--- src/rtl/nvs_pkg.sv ---
package nvs_pkg;
   localparam logic [3:0] OP_REST_ONE = 4'd1;
   localparam logic [3:0] OP_SAVE_WIP = 4'd2;
   localparam logic [3:0] OP_SAVE_ANY = 4'd3;
   localparam logic [3:0] OP_REST_ALL = 4'd8;
   localparam logic [3:0] OP_RD_WORD  = 4'd9;
   localparam logic [3:0] OP_RD_WIP   = 4'd10;

   typedef enum logic [2:0] {
      ST_PWRUP,
      ST_IDLE,
      ST_WAIT,
      ST_PHOLD,
      ST_PWAIT
   } nvs_state_e;

   function automatic int max2(input int a, input int b);
      return (a > b) ? a : b;
   endfunction
endpackage

--- src/rtl/nvs_timer.sv ---
module nvs_timer #(
   parameter int CNT_W = 8,
   parameter int INIT  = 0
) (
   input  logic             clk,
   input  logic             rst_n,
   input  logic             load,
   input  logic [CNT_W-1:0] load_val,
   output logic             done
);
   logic [CNT_W-1:0] cnt_q;

   always_ff @(posedge clk or negedge rst_n) begin
      if (!rst_n)
         cnt_q <= CNT_W'(INIT);
      else if (load)
         cnt_q <= load_val;
      else if (cnt_q != '0)
         cnt_q <= cnt_q - 1'b1;
   end

   assign done = (cnt_q == '0);
endmodule

--- src/rtl/nvs_array.sv ---
module nvs_array #(
   parameter int          DATA_W    = 16,
   parameter int          ADDR_W    = 4,
   parameter int          WIPER_W   = 10,
   parameter logic [15:0] TOL_VALUE = 16'h0000
) (
   input  logic              clk,
   input  logic              rst_n,
   input  logic              we,
   input  logic [ADDR_W-1:0] waddr,
   input  logic [DATA_W-1:0] wdata,
   input  logic [ADDR_W-1:0] raddr,
   output logic [DATA_W-1:0] rdata,
   output logic [DATA_W-1:0] word0,
   output logic [DATA_W-1:0] word1
);
   localparam int DEPTH = 1 << ADDR_W;
   localparam int LAST  = DEPTH - 1;
   localparam logic [DATA_W-1:0] MID_WORD = DATA_W'(1) << (WIPER_W - 1);

   logic [DATA_W-1:0] words [DEPTH];

   for (genvar i = 0; i < DEPTH; i++) begin : g_word
      if (i == LAST) begin : g_fixed
         assign words[i] = DATA_W'(TOL_VALUE);
      end else begin : g_cell
         localparam logic [DATA_W-1:0] FACTORY = (i < 2) ? MID_WORD : '0;
         logic [DATA_W-1:0] cell_q;
         always_ff @(posedge clk or negedge rst_n) begin
            if (!rst_n)
               cell_q <= FACTORY;
            else if (we && (waddr == ADDR_W'(i)))
               cell_q <= wdata;
         end
         assign words[i] = cell_q;
      end
   end

   assign rdata = words[raddr];
   assign word0 = words[0];
   assign word1 = words[1];
endmodule

--- src/rtl/nvs_ctrl.sv ---
module nvs_ctrl
   import nvs_pkg::*;
#(
   parameter int DATA_W      = 16,
   parameter int ADDR_W      = 4,
   parameter int WIPER_W     = 10,
   parameter int CNT_W       = 8,
   parameter int STORE_CYC   = 4,
   parameter int RESTORE_CYC = 4,
   parameter int READ_CYC    = 4,
   parameter int PRESET_CYC  = 4
) (
   input  logic               clk,
   input  logic               rst_n,
   input  logic               req_valid,
   input  logic [3:0]         req_op,
   input  logic [ADDR_W-1:0]  req_addr,
   input  logic [DATA_W-1:0]  req_data,
   input  logic [WIPER_W-1:0] wiper0_cur,
   input  logic [WIPER_W-1:0] wiper1_cur,
   input  logic               wp_n,
   input  logic               preset_n,
   input  logic               tdone,
   output logic               tload,
   output logic [CNT_W-1:0]   tval,
   output logic               mem_we,
   output logic [ADDR_W-1:0]  mem_waddr,
   output logic [DATA_W-1:0]  mem_wdata,
   output logic [ADDR_W-1:0]  mem_raddr,
   input  logic [DATA_W-1:0]  mem_rdata,
   input  logic [DATA_W-1:0]  word0,
   input  logic [DATA_W-1:0]  word1,
   output logic [1:0]         ld_valid,
   output logic [WIPER_W-1:0] ld_val0,
   output logic [WIPER_W-1:0] ld_val1,
   output logic               rd_valid,
   output logic [DATA_W-1:0]  rd_data,
   output logic               ready,
   output logic               busy,
   output logic               err
);
   localparam logic [ADDR_W-1:0]  LAST_ADDR = '1;
   localparam logic [WIPER_W-1:0] MID       = WIPER_W'(1) << (WIPER_W - 1);

   nvs_state_e        state_q;
   logic [3:0]        pend_op_q;
   logic [ADDR_W-1:0] pend_addr_q;
   logic [DATA_W-1:0] pend_wdata_q;

   logic               idle, low_addr, known, ignored, accept, pend_save;
   logic [WIPER_W-1:0] live_wiper;
   logic [DATA_W-1:0]  capture;

   assign idle       = (state_q == ST_IDLE);
   assign low_addr   = (req_addr < ADDR_W'(2));
   assign live_wiper = req_addr[0] ? wiper1_cur : wiper0_cur;

   always_comb begin
      known   = 1'b1;
      ignored = 1'b0;
      unique case (req_op)
         OP_REST_ONE: ignored = !low_addr;
         OP_SAVE_WIP: ignored = !wp_n || !low_addr;
         OP_SAVE_ANY: ignored = !wp_n || (req_addr == LAST_ADDR);
         OP_REST_ALL: ignored = 1'b0;
         OP_RD_WORD:  ignored = 1'b0;
         OP_RD_WIP:   ignored = !low_addr;
         default:     known   = 1'b0;
      endcase
   end

   assign accept = req_valid && idle && preset_n && known && !ignored;

   // Word captured at acceptance: live wiper for wiper saves and wiper reads
   always_comb begin
      if ((req_op == OP_SAVE_ANY) && !low_addr)
         capture = req_data;
      else
         capture = DATA_W'(live_wiper);
   end

   // Timer reload selection
   always_comb begin
      tload = 1'b0;
      tval  = '0;
      if (state_q == ST_PHOLD && preset_n) begin
         tload = 1'b1;
         tval  = CNT_W'(PRESET_CYC - 1);
      end else if (accept) begin
         unique case (req_op)
            OP_SAVE_WIP, OP_SAVE_ANY: begin
               tload = 1'b1;
               tval  = CNT_W'(STORE_CYC - 1);
            end
            OP_REST_ALL: begin
               tload = 1'b1;
               tval  = CNT_W'(RESTORE_CYC - 1);
            end
            OP_RD_WORD, OP_RD_WIP: begin
               tload = 1'b1;
               tval  = CNT_W'(READ_CYC - 1);
            end
            default: tload = 1'b0;
         endcase
      end
   end

   assign pend_save = (pend_op_q == OP_SAVE_WIP) || (pend_op_q == OP_SAVE_ANY);
   assign mem_we    = (state_q == ST_WAIT) && tdone && preset_n && pend_save;
   assign mem_waddr = pend_addr_q;
   assign mem_wdata = pend_wdata_q;
   assign mem_raddr = pend_addr_q;
   assign ready     = idle;
   assign busy      = (state_q == ST_WAIT) && pend_save;

   always_ff @(posedge clk or negedge rst_n) begin
      if (!rst_n) begin
         state_q      <= ST_PWRUP;
         pend_op_q    <= '0;
         pend_addr_q  <= '0;
         pend_wdata_q <= '0;
         ld_valid     <= 2'b00;
         ld_val0      <= '0;
         ld_val1      <= '0;
         rd_valid     <= 1'b0;
         rd_data      <= '0;
         err          <= 1'b0;
      end else begin
         ld_valid <= 2'b00;
         rd_valid <= 1'b0;
         err      <= req_valid && !(idle && preset_n);
         if (!preset_n) begin
            state_q  <= ST_PHOLD;
            ld_valid <= 2'b11;
            ld_val0  <= MID;
            ld_val1  <= MID;
         end else begin
            unique case (state_q)
               ST_PWRUP, ST_PWAIT: begin
                  if (tdone) begin
                     ld_valid <= 2'b11;
                     ld_val0  <= word0[WIPER_W-1:0];
                     ld_val1  <= word1[WIPER_W-1:0];
                     state_q  <= ST_IDLE;
                  end
               end
               ST_PHOLD: state_q <= ST_PWAIT;
               ST_IDLE: begin
                  if (accept) begin
                     if (req_op == OP_REST_ONE) begin
                        if (req_addr[0]) begin
                           ld_valid <= 2'b10;
                           ld_val1  <= word1[WIPER_W-1:0];
                        end else begin
                           ld_valid <= 2'b01;
                           ld_val0  <= word0[WIPER_W-1:0];
                        end
                     end else begin
                        state_q      <= ST_WAIT;
                        pend_op_q    <= req_op;
                        pend_addr_q  <= req_addr;
                        pend_wdata_q <= capture;
                     end
                  end
               end
               ST_WAIT: begin
                  if (tdone) begin
                     state_q <= ST_IDLE;
                     if (pend_op_q == OP_REST_ALL) begin
                        ld_valid <= 2'b11;
                        ld_val0  <= word0[WIPER_W-1:0];
                        ld_val1  <= word1[WIPER_W-1:0];
                     end else if (pend_op_q == OP_RD_WORD) begin
                        rd_valid <= 1'b1;
                        rd_data  <= mem_rdata;
                     end else if (pend_op_q == OP_RD_WIP) begin
                        rd_valid <= 1'b1;
                        rd_data  <= pend_wdata_q;
                     end
                  end
               end
               default: state_q <= ST_IDLE;
            endcase
         end
      end
   end
endmodule

--- src/rtl/nvs_seq.sv ---
module nvs_seq
   import nvs_pkg::*;
#(
   parameter int          DATA_W      = 16,
   parameter int          ADDR_W      = 4,
   parameter int          WIPER_W     = 10,
   parameter int          STORE_CYC   = 1875000,
   parameter int          RESTORE_CYC = 2500,
   parameter int          READ_CYC    = 875,
   parameter int          PRESET_CYC  = 3750,
   parameter int          PWRUP_CYC   = 3750,
   parameter logic [15:0] TOL_VALUE   = 16'h0000
) (
   input  logic               clk,
   input  logic               rst_n,
   input  logic               req_valid,
   input  logic [3:0]         req_op,
   input  logic [ADDR_W-1:0]  req_addr,
   input  logic [DATA_W-1:0]  req_data,
   input  logic [WIPER_W-1:0] wiper0_cur,
   input  logic [WIPER_W-1:0] wiper1_cur,
   input  logic               wp_n,
   input  logic               preset_n,
   output logic [1:0]         ld_valid,
   output logic [WIPER_W-1:0] ld_val0,
   output logic [WIPER_W-1:0] ld_val1,
   output logic               rd_valid,
   output logic [DATA_W-1:0]  rd_data,
   output logic               ready,
   output logic               busy,
   output logic               err
);
   localparam int MAX_CYC = max2(max2(max2(STORE_CYC, RESTORE_CYC), max2(READ_CYC, PRESET_CYC)), PWRUP_CYC);
   localparam int CNT_W   = $clog2(MAX_CYC + 1);

   if (WIPER_W > DATA_W) begin : g_bad_w
      $error("WIPER_W must not exceed DATA_W");
   end
   if (ADDR_W != 4) begin : g_bad_a
      $error("ADDR_W must be 4: words 2..14 user, 15 fixed");
   end
   if (STORE_CYC < 1 || RESTORE_CYC < 1 || READ_CYC < 1 || PRESET_CYC < 1 || PWRUP_CYC < 1) begin : g_bad_c
      $error("all durations must be at least one cycle");
   end

   logic              tload, tdone, mem_we;
   logic [CNT_W-1:0]  tval;
   logic [ADDR_W-1:0] mem_waddr, mem_raddr;
   logic [DATA_W-1:0] mem_wdata, mem_rdata, word0, word1;

   nvs_timer #(.CNT_W(CNT_W), .INIT(PWRUP_CYC - 1)) u_timer (
      .clk(clk), .rst_n(rst_n), .load(tload), .load_val(tval), .done(tdone)
   );

   nvs_array #(.DATA_W(DATA_W), .ADDR_W(ADDR_W), .WIPER_W(WIPER_W), .TOL_VALUE(TOL_VALUE)) u_array (
      .clk(clk), .rst_n(rst_n), .we(mem_we), .waddr(mem_waddr), .wdata(mem_wdata),
      .raddr(mem_raddr), .rdata(mem_rdata), .word0(word0), .word1(word1)
   );

   nvs_ctrl #(
      .DATA_W(DATA_W), .ADDR_W(ADDR_W), .WIPER_W(WIPER_W), .CNT_W(CNT_W),
      .STORE_CYC(STORE_CYC), .RESTORE_CYC(RESTORE_CYC),
      .READ_CYC(READ_CYC), .PRESET_CYC(PRESET_CYC)
   ) u_ctrl (
      .clk(clk), .rst_n(rst_n), .req_valid(req_valid), .req_op(req_op),
      .req_addr(req_addr), .req_data(req_data), .wiper0_cur(wiper0_cur),
      .wiper1_cur(wiper1_cur), .wp_n(wp_n), .preset_n(preset_n),
      .tdone(tdone), .tload(tload), .tval(tval),
      .mem_we(mem_we), .mem_waddr(mem_waddr), .mem_wdata(mem_wdata),
      .mem_raddr(mem_raddr), .mem_rdata(mem_rdata), .word0(word0), .word1(word1),
      .ld_valid(ld_valid), .ld_val0(ld_val0), .ld_val1(ld_val1),
      .rd_valid(rd_valid), .rd_data(rd_data), .ready(ready), .busy(busy), .err(err)
   );
endmodule

--- config.mk ---
export PLATFORM = sky130hd
export DESIGN_NAME = nvs_seq
export DESIGN_NICKNAME = d
export VERILOG_FILES = /design/src/rtl/nvs_pkg.sv /design/src/rtl/nvs_timer.sv /design/src/rtl/nvs_array.sv /design/src/rtl/nvs_ctrl.sv /design/src/rtl/nvs_seq.sv
export SDC_FILE = /design/constraint.sdc
export NUM_CORES = 1
export LEC_CHECK = 0
export BUFFER_PORTS_ARGS = -buffer_cell sky130_fd_sc_hd__buf_2
export CORE_ASPECT_RATIO = 0.9
export CORE_MARGIN = 3
export CORE_UTILIZATION = 30
export CTS_CLUSTER_DIAMETER = 80
export DETAILED_ROUTE_END_ITERATION = 6
export PLACE_DENSITY_LB_ADDON = 0.1
export SLEW_MARGIN = 20
export SYNTH_ARGS = -nofsm -noshare
export SYNTH_HDL_FRONTEND = slang
export SYNTH_SLANG_ARGS = --single-unit
--- constraint.sdc ---
create_clock -name clk -period 6.9 [get_ports clk]
set_clock_uncertainty 0.05 [all_clocks]
set_input_delay 1.035 -clock clk [delete_from_list [all_inputs] [get_ports clk]]
set_output_delay 1.035 -clock clk [all_outputs]
set_load 0.02 [all_outputs]
==> metrics.txt <==
Worst R2R Setup Slack=2.95 ns; sequential share of the synthesized area=53.5%; Hold WS=0.375 ns; signal arrival time at the worst endpoint=4.33 ns; Startpoint Class=flop; Fmax achieved=0.253 GHz; final hold vios=0; grt peak-use layer=met2; total track usage=16.6%; adder-cell share of the synthesized area=0.0814%; Distinct cells, synth=73; status=finished, final reports clean; Die Y=221 microns; # clock sinks=328; CP startpoint=u_timer.cnt_q[1]; via count=9570; met2 global-route usage=27.2%; post-synthesis async set-or-reset flop share=100%; GRT overflow=0; clk slew on worst S/H paths=0.06 ns; largest net degree at the start of global routing=134; Largest stage delay, worst path=1.04 ns; Tmin final=3.95 ns; Clk Latency, worst-skew pair=0.55 ns; ys flop type=dfrtp_1; Final setup violation count=0; clock root cell=clkbuf_16; Hold Buf Count CTS=0; largest family of logic cells by synthesized area=multiplexers; share of cells above drive strength 1=32.9%; drt total wl=43600 microns; CP Capture Type=flop; Yosys Warn Count=0; CP max-delay cell=and4_1; crit-path leading delay family=simple AND/OR/NAND/NOR gates; H-Tree Depth=2; Worst Path Buf+Inv=1; Post-Layout Cell Count=1913; Slew headroom=28.1%; I/O Buffers=90; post-synth net total=1194; layout overhead on the synthesized area=15.6%; Yosys top cell area share=51.9%; leakage=8.30 nW; number of core rows=78; RSZ-0062 raised after global routing=false; first-pass GRT wire length=67200 microns; post-synthesis mux area share=27.5%; Synth Area in Simple Gates=8.01%; mapped cell area=0.0154 sq mm; most used cell, CP=and4_1; fin crit share=57.3%; CP Cell Sequence=inv_1, ha_1, nor3b_2, and4b_1, and4_1, and4_1, mux2_2; Final Util=35.1%; fin nets=1255; Synth Area in Compound Gates=7.07%; Post-CTS Setup Bufs=0; Synth area leader=dfrtp_1; worst hold path type=in2async; overall power=0.00494 W; most common cell in the netlist=dfrtp_1; register bit count reported by yosys=328; initial DRC count=492; VDD IR max=0.128 mV; routed len/inst=22.8 microns; Post-synth EDFFs=0; die area=0.0540 sq mm; MaxCap Viol Count=0; TritonCTS clock tree=yes; met1 layer usage reported by global route=23.0%; drt pass-1 iters=4; syn avg cell area=13.4 sq um; r2r worst-path depth=7; list of most frequent post-synthesis cells=319 x dfrtp_1, 136 x mux2_2, 97 x mux2_1; Initial Util=30.4%; top cells by area, synth=dfrtp_1 52%, mux2_2 10%, mux4_2 7.8%; CP Class=reg2reg; Bufs on Longest Clock Path=3; FF-to-FF Start=u_timer.cnt_q[1]; R2R Path End=u_array.g_word[7].g_cell.cell_q[11]; Gate Count Post-Synth=1144; crit-path max FO=16; Worst Max-Slew Pin Slew=1.07 ns; CTS buffer count=40; antenna viol nets, final=0; core footprint=0.0506 sq mm; DRC=0; GP Congestion=0.773; Max Slew Vio Count=0; cell area power density=278 mW/mm^2; initial antenna violation count=0; CP endpoint=u_array.g_word[7].g_cell.cell_q[11]; vias in the first global route=10100; xor/xnor cell area share of the yosys netlist=0.741%; post-DP HPWL=27700 microns; Placed Cells=1843; Worst path depth=7; setup TNS=0 ns; M3 GR Usage=2.58%; post-CTS sizing=0; die span in x=245 microns; vias per cell=5.00; diode count=0; IO Pins=91; Req. time, crit path=7.28 ns
power breakdown:
group	switching, W	internal, W
sequential	0.000225	0.00199
clock	0.000831	0.00131
combinational	0.000357	0.000227
logic make-up (layout without fill, tap and decap cells):
kind of cell | count (synthesis) | after routing
AO/OA/AOI/OAI | 158 | 158
buffers and inverters | 103 | 192
XOR/XNOR | 13 | 13
multiplexers | 322 | 322
flip-flops | 328 | 328
adder cells (fa/ha/maj) | 1 | 1
AND/OR/NAND/NOR | 219 | 219
area by class of cell:
class	instances	area [sq um]
repair buffers	107	601
flip-flops and latches	328	8220
well taps	680	851
clock inverters	9	126
multi-input cells	713	6700
fillers	5031	32800
inverters	15	56.3
clock buffers	61	1200
worst register-to-register path, cell delays in order (launching register included):
cell     delay [ns]
dfrtp_1        0.41
inv_1          0.07
ha_1           0.19
nor3b_2        0.38
and4b_1        0.34
and4_1         0.92
and4_1         1.05
mux2_2         0.43
registers in the layout, indices dropped and copies added (netlist names):
| name | cells |
|---|---|
| u_array.g_word.g_cell.cell_q | 208 |
| u_timer.cnt_q | 21 |
| u_array.word0 | 16 |
| u_array.word1 | 16 |
| u_ctrl.mem_wdata | 16 |
| u_ctrl.rd_data | 16 |
| u_ctrl.ld_val0 | 10 |
| u_ctrl.ld_val1 | 10 |
| u_ctrl.mem_raddr | 4 |
| u_ctrl.pend_op_q | 4 |
| u_ctrl.state_q | 3 |
| u_ctrl.ld_valid | 2 |
| u_ctrl.err | 1 |
| u_ctrl.rd_valid | 1 |
metrics by stage:
stage               cell area [sq um]  setup slack, ns
floorplan                       15400             3.92
global placement                16400             2.86
detailed placement              16400             2.79
CTS                             17800             2.96
global route                    17800             2.68
finish                          17800             2.95
cells in the final DEF, fill, tap and decap left out, types with 3 or more instances in the layout:
cell / count
a22oi_1: 13
nand2b_1: 3
nor2b_1: 5
o21ai_1: 10
nor4_1: 10
clkbuf_16: 41
o2111ai_1: 13
dfrtp_1: 317
nand2_1: 83
dfstp_2: 9
clkbuf_1: 10
a31oi_1: 8
mux2i_1: 26
nand3_4: 9
and4_1: 5
xnor2_1: 10
clkinv_2: 4
o22ai_1: 11
mux4_2: 53
buf_4: 16
or3_1: 7
inv_1: 15
mux2_2: 136
xor2_1: 3
o211ai_1: 3
nor3_1: 9
mux2_1: 97
nor2_1: 47
o2bb2ai_1: 5
mux2_4: 10
o41ai_1: 3
nand4_1: 6
a22o_1: 18
a21oi_1: 27
bufinv_16: 3
buf_2: 89
o21ai_0: 31
nand3_1: 10
clkbuf_8: 10
worst min path at each step:
stage | from | end | depth (start not counted)
global placement | u_ctrl.rd_data[4] | u_ctrl.rd_data[4] | 2
floorplan | u_array.g_word[11].g_cell.cell_q[10] | u_array.g_word[11].g_cell.cell_q[10] | 1
finish | rst_n | u_array.g_word[2].g_cell.cell_q[2] | 1
CTS | rst_n | u_array.g_word[2].g_cell.cell_q[2] | 1
detailed placement | u_array.g_word[11].g_cell.cell_q[10] | u_array.g_word[11].g_cell.cell_q[10] | 1
global route | rst_n | u_array.g_word[2].g_cell.cell_q[2] | 1
metal layers:
| layer | part of all wire, % | vias up | wire [microns] |
|---|---|---|---|
| met5 | 0 | - | 0 |
| met4 | 2.0 | 0 | 861 |
| met3 | 3.0 | 51 | 1320 |
| met2 | 47 | 130 | 20600 |
| met1 | 48 | 5023 | 20800 |
| li1 | - | 4366 | - |
No activity file was read; power rests on OpenSTA's default activity.
